[src/rtl/dtmr_pkg.sv]
package dtmr_pkg;
  typedef enum logic [1:0] {
    MD_PRESC  = 2'b00,
    MD_WIDE   = 2'b01,
    MD_RELOAD = 2'b10,
    MD_SPLIT  = 2'b11
  } tmode_e;

  // One nibble of the mode register, MSB first
  typedef struct packed {
    logic   gate;
    logic   is_cnt;
    tmode_e mode;
  } chcfg_t;
endpackage

[src/rtl/dtmr_edge.sv]
module dtmr_edge #(
  parameter int N = 2
) (
  input  logic         clk,
  input  logic         rst_n,
  input  logic         mc_en,
  input  logic [N-1:0] pin,
  output logic [N-1:0] tick
);
  logic [N-1:0] prev_q;

  for (genvar i = 0; i < N; i++) begin : g_pin
    always_ff @(posedge clk or negedge rst_n) begin
      if (!rst_n)     prev_q[i] <= 1'b0;
      else if (mc_en) prev_q[i] <= pin[i];
    end

    assign tick[i] = mc_en & prev_q[i] & ~pin[i];

    // a low sample cannot be followed directly by a step
    assert_no_double_R7: assert property (@(posedge clk) disable iff (!rst_n)
      (mc_en && !pin[i]) |=> !tick[i]);
  end
endmodule

[src/rtl/dtmr_chan.sv]
module dtmr_chan
  import dtmr_pkg::*;
#(
  parameter int BYTE_W    = 8,
  parameter int PRE_W     = 5,
  parameter bit SPLIT_CAP = 1'b0
) (
  input  logic              clk,
  input  logic              rst_n,
  input  logic              mc_en,
  input  chcfg_t            cfg,
  input  logic              run,
  input  logic              gate_pin,
  input  logic              pin_tick,
  input  logic              hi_run,
  input  logic              wr_lo,
  input  logic              wr_hi,
  input  logic [BYTE_W-1:0] wdata,
  output logic [BYTE_W-1:0] lo_q,
  output logic [BYTE_W-1:0] hi_q,
  output logic              ovf_ev,
  output logic              hi_ovf_ev
);
  localparam int NARROW_W = BYTE_W + PRE_W;
  localparam int WIDE_W   = 2 * BYTE_W;
  localparam logic [BYTE_W-1:0] ONE_B = 1;
  localparam logic [NARROW_W:0] ONE_N = 1;
  localparam logic [WIDE_W:0]   ONE_W = 1;

  logic              en, any_wr;
  logic [NARROW_W:0] narrow_sum;
  logic [WIDE_W:0]   wide_sum;
  logic [BYTE_W-1:0] lo_n, hi_n;

  assign en     = mc_en & run & (~cfg.gate | gate_pin) & (cfg.is_cnt ? pin_tick : 1'b1);
  assign any_wr = wr_lo | wr_hi;

  assign narrow_sum = {1'b0, hi_q, lo_q[PRE_W-1:0]} + ONE_N;
  assign wide_sum   = {1'b0, hi_q, lo_q} + ONE_W;

  always_comb begin
    lo_n      = lo_q;
    hi_n      = hi_q;
    ovf_ev    = 1'b0;
    hi_ovf_ev = 1'b0;
    case (cfg.mode)
      MD_PRESC: begin
        if (en && !any_wr) begin
          hi_n             = narrow_sum[NARROW_W-1:PRE_W];
          lo_n[PRE_W-1:0]  = narrow_sum[PRE_W-1:0];
          ovf_ev           = narrow_sum[NARROW_W];
        end
      end
      MD_WIDE: begin
        if (en && !any_wr) begin
          {hi_n, lo_n} = wide_sum[WIDE_W-1:0];
          ovf_ev       = wide_sum[WIDE_W];
        end
      end
      MD_RELOAD: begin
        if (en && !any_wr) begin
          if (&lo_q) begin
            lo_n   = hi_q;
            ovf_ev = 1'b1;
          end else begin
            lo_n = lo_q + ONE_B;
          end
        end
      end
      default: begin
        if (SPLIT_CAP) begin
          if (en && !wr_lo) begin
            lo_n   = lo_q + ONE_B;
            ovf_ev = &lo_q;
          end
          if (mc_en && hi_run && !wr_hi) begin
            hi_n      = hi_q + ONE_B;
            hi_ovf_ev = &hi_q;
          end
        end
      end
    endcase
    if (wr_lo) lo_n = wdata;
    if (wr_hi) hi_n = wdata;
  end

  always_ff @(posedge clk or negedge rst_n) begin
    if (!rst_n) begin
      lo_q <= '0;
      hi_q <= '0;
    end else begin
      lo_q <= lo_n;
      hi_q <= hi_n;
    end
  end

  assert_reload_R5: assert property (@(posedge clk) disable iff (!rst_n)
    (cfg.mode == MD_RELOAD && en && (&lo_q) && !any_wr) |=> (lo_q == $past(hi_q)));

  assert_wide_wrap_R4: assert property (@(posedge clk) disable iff (!rst_n)
    (cfg.mode == MD_WIDE && en && (&{hi_q, lo_q}) && !any_wr) |=> ({hi_q, lo_q} == '0));

  assert_idle_R6: assert property (@(posedge clk) disable iff (!rst_n)
    (!mc_en && !any_wr) |=> $stable({hi_q, lo_q}));

  assert_write_wins_R11: assert property (@(posedge clk) disable iff (!rst_n)
    wr_lo |=> (lo_q == $past(wdata)));

  if (!SPLIT_CAP) begin : g_hold
    assert_hold_R9: assert property (@(posedge clk) disable iff (!rst_n)
      (cfg.mode == MD_SPLIT && !any_wr) |=> $stable({hi_q, lo_q}));
  end
endmodule

[src/rtl/dual_tmr_top.sv]
module dual_tmr_top
  import dtmr_pkg::*;
#(
  parameter int BYTE_W = 8,
  parameter int PRE_W  = 5,
  parameter int ADDR_W = 3
) (
  input  logic              clk,
  input  logic              rst_n,
  input  logic              mc_en,
  input  logic              reg_wr,
  input  logic [ADDR_W-1:0] reg_addr,
  input  logic [BYTE_W-1:0] reg_wdata,
  output logic [BYTE_W-1:0] reg_rdata,
  input  logic [1:0]        cnt_pin,
  input  logic [1:0]        gate_pin,
  input  logic [1:0]        ack_clr,
  output logic [1:0]        ovf_flag,
  output logic              ch1_ovf_pulse
);
  localparam logic [ADDR_W-1:0] A_MODE = 0;
  localparam logic [ADDR_W-1:0] A_CTRL = 1;
  localparam logic [ADDR_W-1:0] A_LO0  = 2;
  localparam logic [ADDR_W-1:0] A_HI0  = 3;
  localparam logic [ADDR_W-1:0] A_LO1  = 4;
  localparam logic [ADDR_W-1:0] A_HI1  = 5;
  localparam int CTRL_PAD = BYTE_W - 4;

  logic [BYTE_W-1:0] mode_q;
  logic [1:0]        run_q, flag_q, flag_n, set_v, tick;
  logic              pulse_q, split, wr_mode, wr_ctrl;
  chcfg_t            cfg0, cfg1;
  logic [BYTE_W-1:0] lo0, hi0, lo1, hi1;
  logic              ovf_ev0, hi_ovf_ev0, ovf_ev1, hi_ovf_ev1;

  assign cfg0    = chcfg_t'(mode_q[3:0]);
  assign cfg1    = chcfg_t'(mode_q[7:4]);
  assign split   = (cfg0.mode == MD_SPLIT);
  assign wr_mode = reg_wr && (reg_addr == A_MODE);
  assign wr_ctrl = reg_wr && (reg_addr == A_CTRL);

  dtmr_edge #(.N(2)) edge_i (
    .clk(clk), .rst_n(rst_n), .mc_en(mc_en), .pin(cnt_pin), .tick(tick)
  );

  dtmr_chan #(.BYTE_W(BYTE_W), .PRE_W(PRE_W), .SPLIT_CAP(1'b1)) ch0_i (
    .clk(clk), .rst_n(rst_n), .mc_en(mc_en), .cfg(cfg0), .run(run_q[0]),
    .gate_pin(gate_pin[0]), .pin_tick(tick[0]), .hi_run(run_q[1]),
    .wr_lo(reg_wr && reg_addr == A_LO0), .wr_hi(reg_wr && reg_addr == A_HI0),
    .wdata(reg_wdata), .lo_q(lo0), .hi_q(hi0), .ovf_ev(ovf_ev0), .hi_ovf_ev(hi_ovf_ev0)
  );

  dtmr_chan #(.BYTE_W(BYTE_W), .PRE_W(PRE_W), .SPLIT_CAP(1'b0)) ch1_i (
    .clk(clk), .rst_n(rst_n), .mc_en(mc_en), .cfg(cfg1), .run(split | run_q[1]),
    .gate_pin(gate_pin[1]), .pin_tick(tick[1]), .hi_run(1'b0),
    .wr_lo(reg_wr && reg_addr == A_LO1), .wr_hi(reg_wr && reg_addr == A_HI1),
    .wdata(reg_wdata), .lo_q(lo1), .hi_q(hi1), .ovf_ev(ovf_ev1), .hi_ovf_ev(hi_ovf_ev1)
  );

  // Flag 1 belongs to channel 0's high half while split
  assign set_v[0] = ovf_ev0;
  assign set_v[1] = split ? hi_ovf_ev0 : (ovf_ev1 | hi_ovf_ev1);
  assign flag_n   = wr_ctrl ? reg_wdata[3:2] : ((flag_q & ~ack_clr) | set_v);

  always_ff @(posedge clk or negedge rst_n) begin
    if (!rst_n) begin
      mode_q  <= '0;
      run_q   <= '0;
      flag_q  <= '0;
      pulse_q <= 1'b0;
    end else begin
      if (wr_mode) mode_q <= reg_wdata;
      if (wr_ctrl) run_q  <= reg_wdata[1:0];
      flag_q  <= flag_n;
      pulse_q <= ovf_ev1;
    end
  end

  always_comb begin
    case (reg_addr)
      A_MODE:  reg_rdata = mode_q;
      A_CTRL:  reg_rdata = {{CTRL_PAD{1'b0}}, flag_q, run_q};
      A_LO0:   reg_rdata = lo0;
      A_HI0:   reg_rdata = hi0;
      A_LO1:   reg_rdata = lo1;
      A_HI1:   reg_rdata = hi1;
      default: reg_rdata = '0;
    endcase
  end

  assign ovf_flag      = flag_q;
  assign ch1_ovf_pulse = pulse_q;

  assert_ack_clears_R10: assert property (@(posedge clk) disable iff (!rst_n)
    (ack_clr[0] && !set_v[0] && !wr_ctrl) |=> !ovf_flag[0]);

  assert_set_wins_R10: assert property (@(posedge clk) disable iff (!rst_n)
    (set_v[1] && !wr_ctrl) |=> ovf_flag[1]);

  assert_split_flag_R8: assert property (@(posedge clk) disable iff (!rst_n)
    (split && ovf_ev1 && !hi_ovf_ev0 && !wr_ctrl && !flag_q[1]) |=> !flag_q[1]);

  assert_pulse_quiet_R12: assert property (@(posedge clk) disable iff (!rst_n)
    !ovf_ev1 |=> !ch1_ovf_pulse);
endmodule

[config.mk]
export PLATFORM = sky130hd
export DESIGN_NAME = dual_tmr_top
export DESIGN_NICKNAME = d
export VERILOG_FILES = /design/src/rtl/dtmr_pkg.sv /design/src/rtl/dtmr_edge.sv /design/src/rtl/dtmr_chan.sv /design/src/rtl/dual_tmr_top.sv
export SDC_FILE = /design/constraint.sdc
export NUM_CORES = 1
export LEC_CHECK = 0
export BUFFER_PORTS_ARGS = -buffer_cell sky130_fd_sc_hd__clkbuf_2
export CAP_MARGIN = 20
export CORE_MARGIN = 10
export CORE_UTILIZATION = 58
export CTS_CLUSTER_DIAMETER = 80
export CTS_CLUSTER_SIZE = 12
export DETAILED_ROUTE_END_ITERATION = 12
export HOLD_SLACK_MARGIN = 0.1
export PLACE_DENSITY = 0.86
export RECOVER_POWER = 50
export SETUP_SLACK_MARGIN = 0.4
export SYNTH_ARGS = -nofsm -noshare
export SYNTH_HDL_FRONTEND = slang
export SYNTH_SLANG_ARGS = --single-unit
[constraint.sdc]
create_clock -name clk -period 2.3 [get_ports clk]
set_input_delay 0.23 -clock clk [delete_from_list [all_inputs] [get_ports clk]]
set_output_delay 0.23 -clock clk [all_outputs]
set_load 0.02 [all_outputs]
# Word level (Yosys, flattened, before mapping)
# Index checks and enable logic that the tools add are counted.
dict set report word_totals {
  regBits 47
  input_bits 21
  output_inout_bits 11
  word_cells 139
}
dict set report op_classes {
  addsub 7
  n_eq_ne 22
  mux 42
  bitwise 22
  n_reduce_logical 34
}
# cell count
set ops {}
lappend ops {{two-way mux 8 bit} 16}
lappend ops {{one-hot mux 8 bit (6 select lines)} 1}
lappend ops {{adder 16 x 1 -> 17 bit (second input constant)} 2}
lappend ops {{!= test 3 x 1 -> 1 bit (second input constant)} 10}
lappend ops {{one-hot mux 5 bit (3 select lines)} 2}
lappend ops {{adder 13 x 1 -> 14 bit (second input constant)} 2}
lappend ops {{adder 8 x 1 -> 8 bit (second input constant)} 3}
lappend ops {{one-hot mux 8 bit (3 select lines)} 1}
lappend ops {{AND reduction 8 bit} 3}
lappend ops {{one-hot mux 8 bit (2 select lines)} 1}
lappend ops {{AND reduction 4 bit} 4}
lappend ops {{two-way mux 1 bit} 14}
lappend ops {{nonzero test 4 bit} 3}
lappend ops {{logical AND 1 bit} 11}
lappend ops {{bitwise AND 1 bit} 10}
lappend ops {{two-way mux 5 bit} 2}
lappend ops {{one-hot mux 3 bit (3 select lines)} 1}
lappend ops {{equality test 2 bit (second input constant)} 3}
lappend ops {{equality test 3 x 2 -> 1 bit (second input constant)} 2}
lappend ops {{equality test 3 bit (second input constant)} 2}
lappend ops {{one-hot mux 1 bit (3 select lines)} 2}
lappend ops {{one-hot mux 3 bit (2 select lines)} 1}
lappend ops {{AND reduction 3 bit} 2}
lappend ops {{nonzero test 3 bit} 2}
lappend ops {{14 further kinds} 27}

# Longest topological paths before layout
dict set report logic_depth {
  depth_word 11
  ltp_mapped 9
  mapped_depth_nobuf 8
}

# Modules after synthesis
# From an unflattened synthesis, not the netlist that was laid out.
dict set report hier_totals {
  hier_cells 501
  hier_area_um2 4192.8
}
# module instances cells_per_inst area_per_inst_um2 seq_area_each_um2
set by_module_without_submodules {}
lappend by_module_without_submodules {{dtmr_chan at ch0_i} 1 247 1805.5 400.4}
lappend by_module_without_submodules {{dtmr_chan at ch1_i} 1 158 1353.8 400.4}
lappend by_module_without_submodules {dual_tmr_top 1 90 940.9 325.3}
lappend by_module_without_submodules {dtmr_edge 1 6 92.6 50.0}

# Least setup slack after synthesis
# Ideal clock, no wire load.
dict set report synth_path {
  path_type {reg2reg}
  startpoint {reg ch1_i.lo_q[0]}
  endpoint {reg ch1_i.lo_q[4]}
  setup_ps 126
  arrival_time_ps 1956
  required_ps 2174
  slack_ps 218
  stages_incl_launch_ff 10
  path_buffers 2
  synth_period_minus_slack_ps 2082
  path_cell_list {dfrtp_1 ha_1 and4_1 buf_2 and2_1 and3_1 buf_2 a22oi_1 a21oi_1 a221o_1}
}
dict set report synth_via {
  elab_chain_len 5
  word_cells_on_any_way 10
  cone_classes {add/sub (3); mux (6); reduce/logical (1)}
}
# item line
set synth_lines {}
lappend synth_lines {{from (decl)} dtmr_chan.sv:19} ;# output logic [BYTE_W-1:0] lo_q,
lappend synth_lines {{from (signal assigned)} dtmr_chan.sv:92} ;# lo_q <= lo_n;
lappend synth_lines {{adder 8 x 1 -> 8 bit or AND reduction 8 bit (tied branches)} {dtmr_chan.sv:66, dtmr_chan.sv:62}}
lappend synth_lines {{two-way mux 8 bit} dtmr_chan.sv:62} ;# if (&lo_q) begin
lappend synth_lines {{two-way mux 8 bit} dtmr_chan.sv:61} ;# if (en && !any_wr) begin
lappend synth_lines {{one-hot mux 5 bit (3 select lines) (*)} dtmr_chan.sv:46} ;# case (cfg.mode)
lappend synth_lines {{two-way mux 8 bit (*)} dtmr_chan.sv:83} ;# if (wr_lo) lo_n = wdata;
# Mark *: on every way between the ends. The rest lies on a longest branch, timed or not. The select of a mux whose other input is x is not followed.
# A chain may end at the register's enable or synchronous reset.

# Worst setup path after layout
dict set report layout_path {
  startpoint {reg mode_q[0]}
  endpoint {out reg_rdata[0]}
}
dict set report layout_via {
  elab_chain_len 1
}
# item line
set layout_lines {}
lappend layout_lines {{from (decl)} dual_tmr_top.sv:29} ;# logic [BYTE_W-1:0] mode_q;
lappend layout_lines {{from (signal assigned)} dual_tmr_top.sv:72} ;# if (wr_mode) mode_q <= reg_wdata;
lappend layout_lines {{one-hot mux 8 bit (6 select lines)} dual_tmr_top.sv:80} ;# case (reg_addr)
lappend layout_lines {{to (decl)} dual_tmr_top.sv:14} ;# output logic [BYTE_W-1:0] reg_rdata,
# Every way passes these cells.

==> results.ini <==
[synthesis]
yosysWarnings = 0
synthFlopType = dfrtp_1
yosys.area.top_type = dfrtp_1
synth_edf_count = 0
synth.area.top_cells = dfrtp_1, nand2_1, o21ai_0
synthArstFlopShare_pct = 100
synthesis.area_um2 = 3880
synthDistinctLibCells = 64
syn_area_per_cell_um2 = 8.23
synth_top_area_share_pct = 30.3
syn_inst = 471
ys_seq_elements = 47
seq_area_frac_synth_pct = 30.3
synth_fp_nets = 503

[cts]
clk_latency_ns = 0.31
cts_tree = yes
clock_path_buffers = 2
cts.sink_count = 47
path_clk_slew_ns = 0.10
cts_buffers = 5
clock-root-buffer = clkbuf_8
cts_max_level = 2

[grt]
grt_pass1_wl_um = 20900
met3_usage_pct = 5.04
grt_pass1_vias = 4081
gr-max-usage-layer = met2
overflow = 0
grt_max_degree = 48
grt_usage_pct = 25.2
grt_antenna_before_repair = 0
grt_util_met1_pct = 29.7
use_met2_pct = 41.9

[final_layout]
seq_area_um2 = 1190
diodes = 0
drive_above_1_share_pct = 31.4
layout_commonest_cell = nand2_1
fill_cells = 458
final_cell_mix = nand2_1, o21ai_0, buf_4
multi_input_comb_area_um2 = 2800
syn_to_final_growth_pct = 22.5
final_nets = 554

[pwr]
p_leak_nw = 1.86
p_switching_mw = 1.99
ir_drop_mv = 0.483
switching_share_pct = 44.9
combPwrFrac_pct = 49.1
clkPwrFrac_pct = 14.3
seq_power_share_pct = 36.5
powerDensity_nw_per_um2 = 932
total_power_mw = 4.43
p_int_mw = 2.44

[routing]
drt-vias-per-instance = 7.17
drt_iter0_drc = 419
drc = 0
vias = 4303
wl_per_cell_um = 23.1
dr.pass1.iters = 7
wl_um = 13900
ant_nets = 0

[critical_path]
worstPathMaxFanout = 4
crit_path_start_kind = flop
crit_type = reg2out
crit_arrival_ns = 1.69
required_ns = 2.07
end_kind = output port

[worst_hold_path]
hp-class = in2reg

[sta]
rsz0062_at_grt = yes
fin_crit_sh_pct = 83.3
slew_violations = 0
worstMarginPinSlew_ns = 1.21
relSlewSlack_pct = 19.4
max_clock_freq_ghz = 0.522
hold_slack_ns = 0.163
setup_viol = 0
period_needed_ns = 1.92
tns_ns = 0
finClkSkew_ns = 0.00978
finalHoldViolCount = 0

[place]
gp_congestion = 0.983
dp_hpwl_um = 9310
io_buffers = 31

[die]
dieHeight_um = 102
initial_utilization_pct = 60.4
die_x_um = 102
io_pins = 32
rows = 29
die-area_um2 = 10400
core_area_um2 = 6420

[run_status]
status = finished, final reports clean

[run]
maxCapViolations = 0

-- cells in the mapped netlist (4+ instances only) --
library cell	n
a221oi_1	4
a31oi_1	7
a211oi_1	6
nor2b_1	5
mux2i_1	13
inv_1	16
o211ai_1	9
ha_1	11
nor2_1	29
o21ai_0	41
nand4_1	4
a21oi_1	21
nor4_1	4
nor3_1	15
mux2_2	12
nand2_1	62
o31ai_1	8
a22oi_1	11
clkbuf_1	17
and2_1	4
nor3b_1	5
xnor2_1	8
nand3_1	27
buf_2	9
dfrtp_1	47
nand4b_1	4
o221ai_1	6
and3_1	8
nand2b_1	5
-- kinds of logic after synthesis --
logic type | share of synthesized area [%]
AO/OA/AOI/OAI | 27.7
XOR/XNOR | 1.81
adder cells (fa/ha/maj) | 3.55
buffers and inverters | 4.58
flip-flops | 30.3
multiplexers | 8.00
AND/OR/NAND/NOR | 24.0
-- worst max-delay path, cell delays in order, from the launching register on --
cell and delay [ns]:
dfrtp_2 0.51, mux4_2 0.50, inv_1 0.09, o22ai_1 0.09, clkbuf_2 0.18
-- repair_timing --
action	in CTS	in global routing
setup buffers	9	9
hold endpoints to repair	47	0
hold buffers	1	0
resized for setup	22	58
pin swaps	3	8
setup endpoints to repair	34	35
-- through the flow --
stage	area (µm²)	util (%)	setup slack, ns	cells
after floorplan	3930	-	0.336	471
after global placement	4220	65.8	0.220	573
after detailed placement	4220	65.8	0.146	573
after CTS	4470	69.6	0.366	591
after global routing	4750	74.0	0.289	600
final	4750	74.0	0.384	600
-- worst paths after layout --
kind	slack, ns	end	startpoint	depth (start not counted)
max	0.38	reg_rdata[0]	mode_q[0]	4
min	0.16	edge_i.prev_q[0]	cnt_pin[0]	2
max reg2reg	0.39	ch1_i.hi_q[3]	mode_q[0]	8
min reg2reg	0.53	edge_i.prev_q[0]	edge_i.prev_q[0]	1
max in group asynchronous	0.69	ch1_i.lo_q[5]	rst_n	3
min in group asynchronous	0.76	ch0_i.lo_q[4]	rst_n	3
-- power by group through the flow --
stage / combinational (mW) / sequential [mW] / clock, mW
2_1_floorplan: 1.37 / 1.36 / 0
3_3_place_gp: 1.65 / 1.57 / 0
3_5_place_dp: 1.68 / 1.59 / 0
4_1_cts: 1.81 / 1.57 / 0.630
5_1_grt: 2.35 / 1.65 / 0.661
6_report: 2.18 / 1.62 / 0.635
-- registers in the layout (all words and copies together), names as in the netlist --
signal and count:
ch0_i.hi_q 8, ch0_i.lo_q 8, ch1_i.hi_q 8, ch1_i.lo_q 8
mode_q 8, edge_i.prev_q 2, ovf_flag 2, run_q 2
ch1_ovf_pulse 1
-- metal layers --
metal  up-vias  part of all wire (%)
li1       1876                     -
met5         -                     0
met4         0                   5.1
met2       316                    48
met1      2029                    37
met3        82                   9.6
-- area by class of cell --
| type | count | area share (%) |
|---|---|---|
| clock buffers | 7 | 1.61 |
| clock inverters | 1 | 0.632 |
| inverters | 16 | 1.32 |
| multi-input cells | 380 | 59.0 |
| flip-flops and latches | 47 | 25.2 |
| well taps | 77 | 2.03 |
| repair buffers | 72 | 10.3 |
No activity file was read; power rests on OpenSTA's default activity.
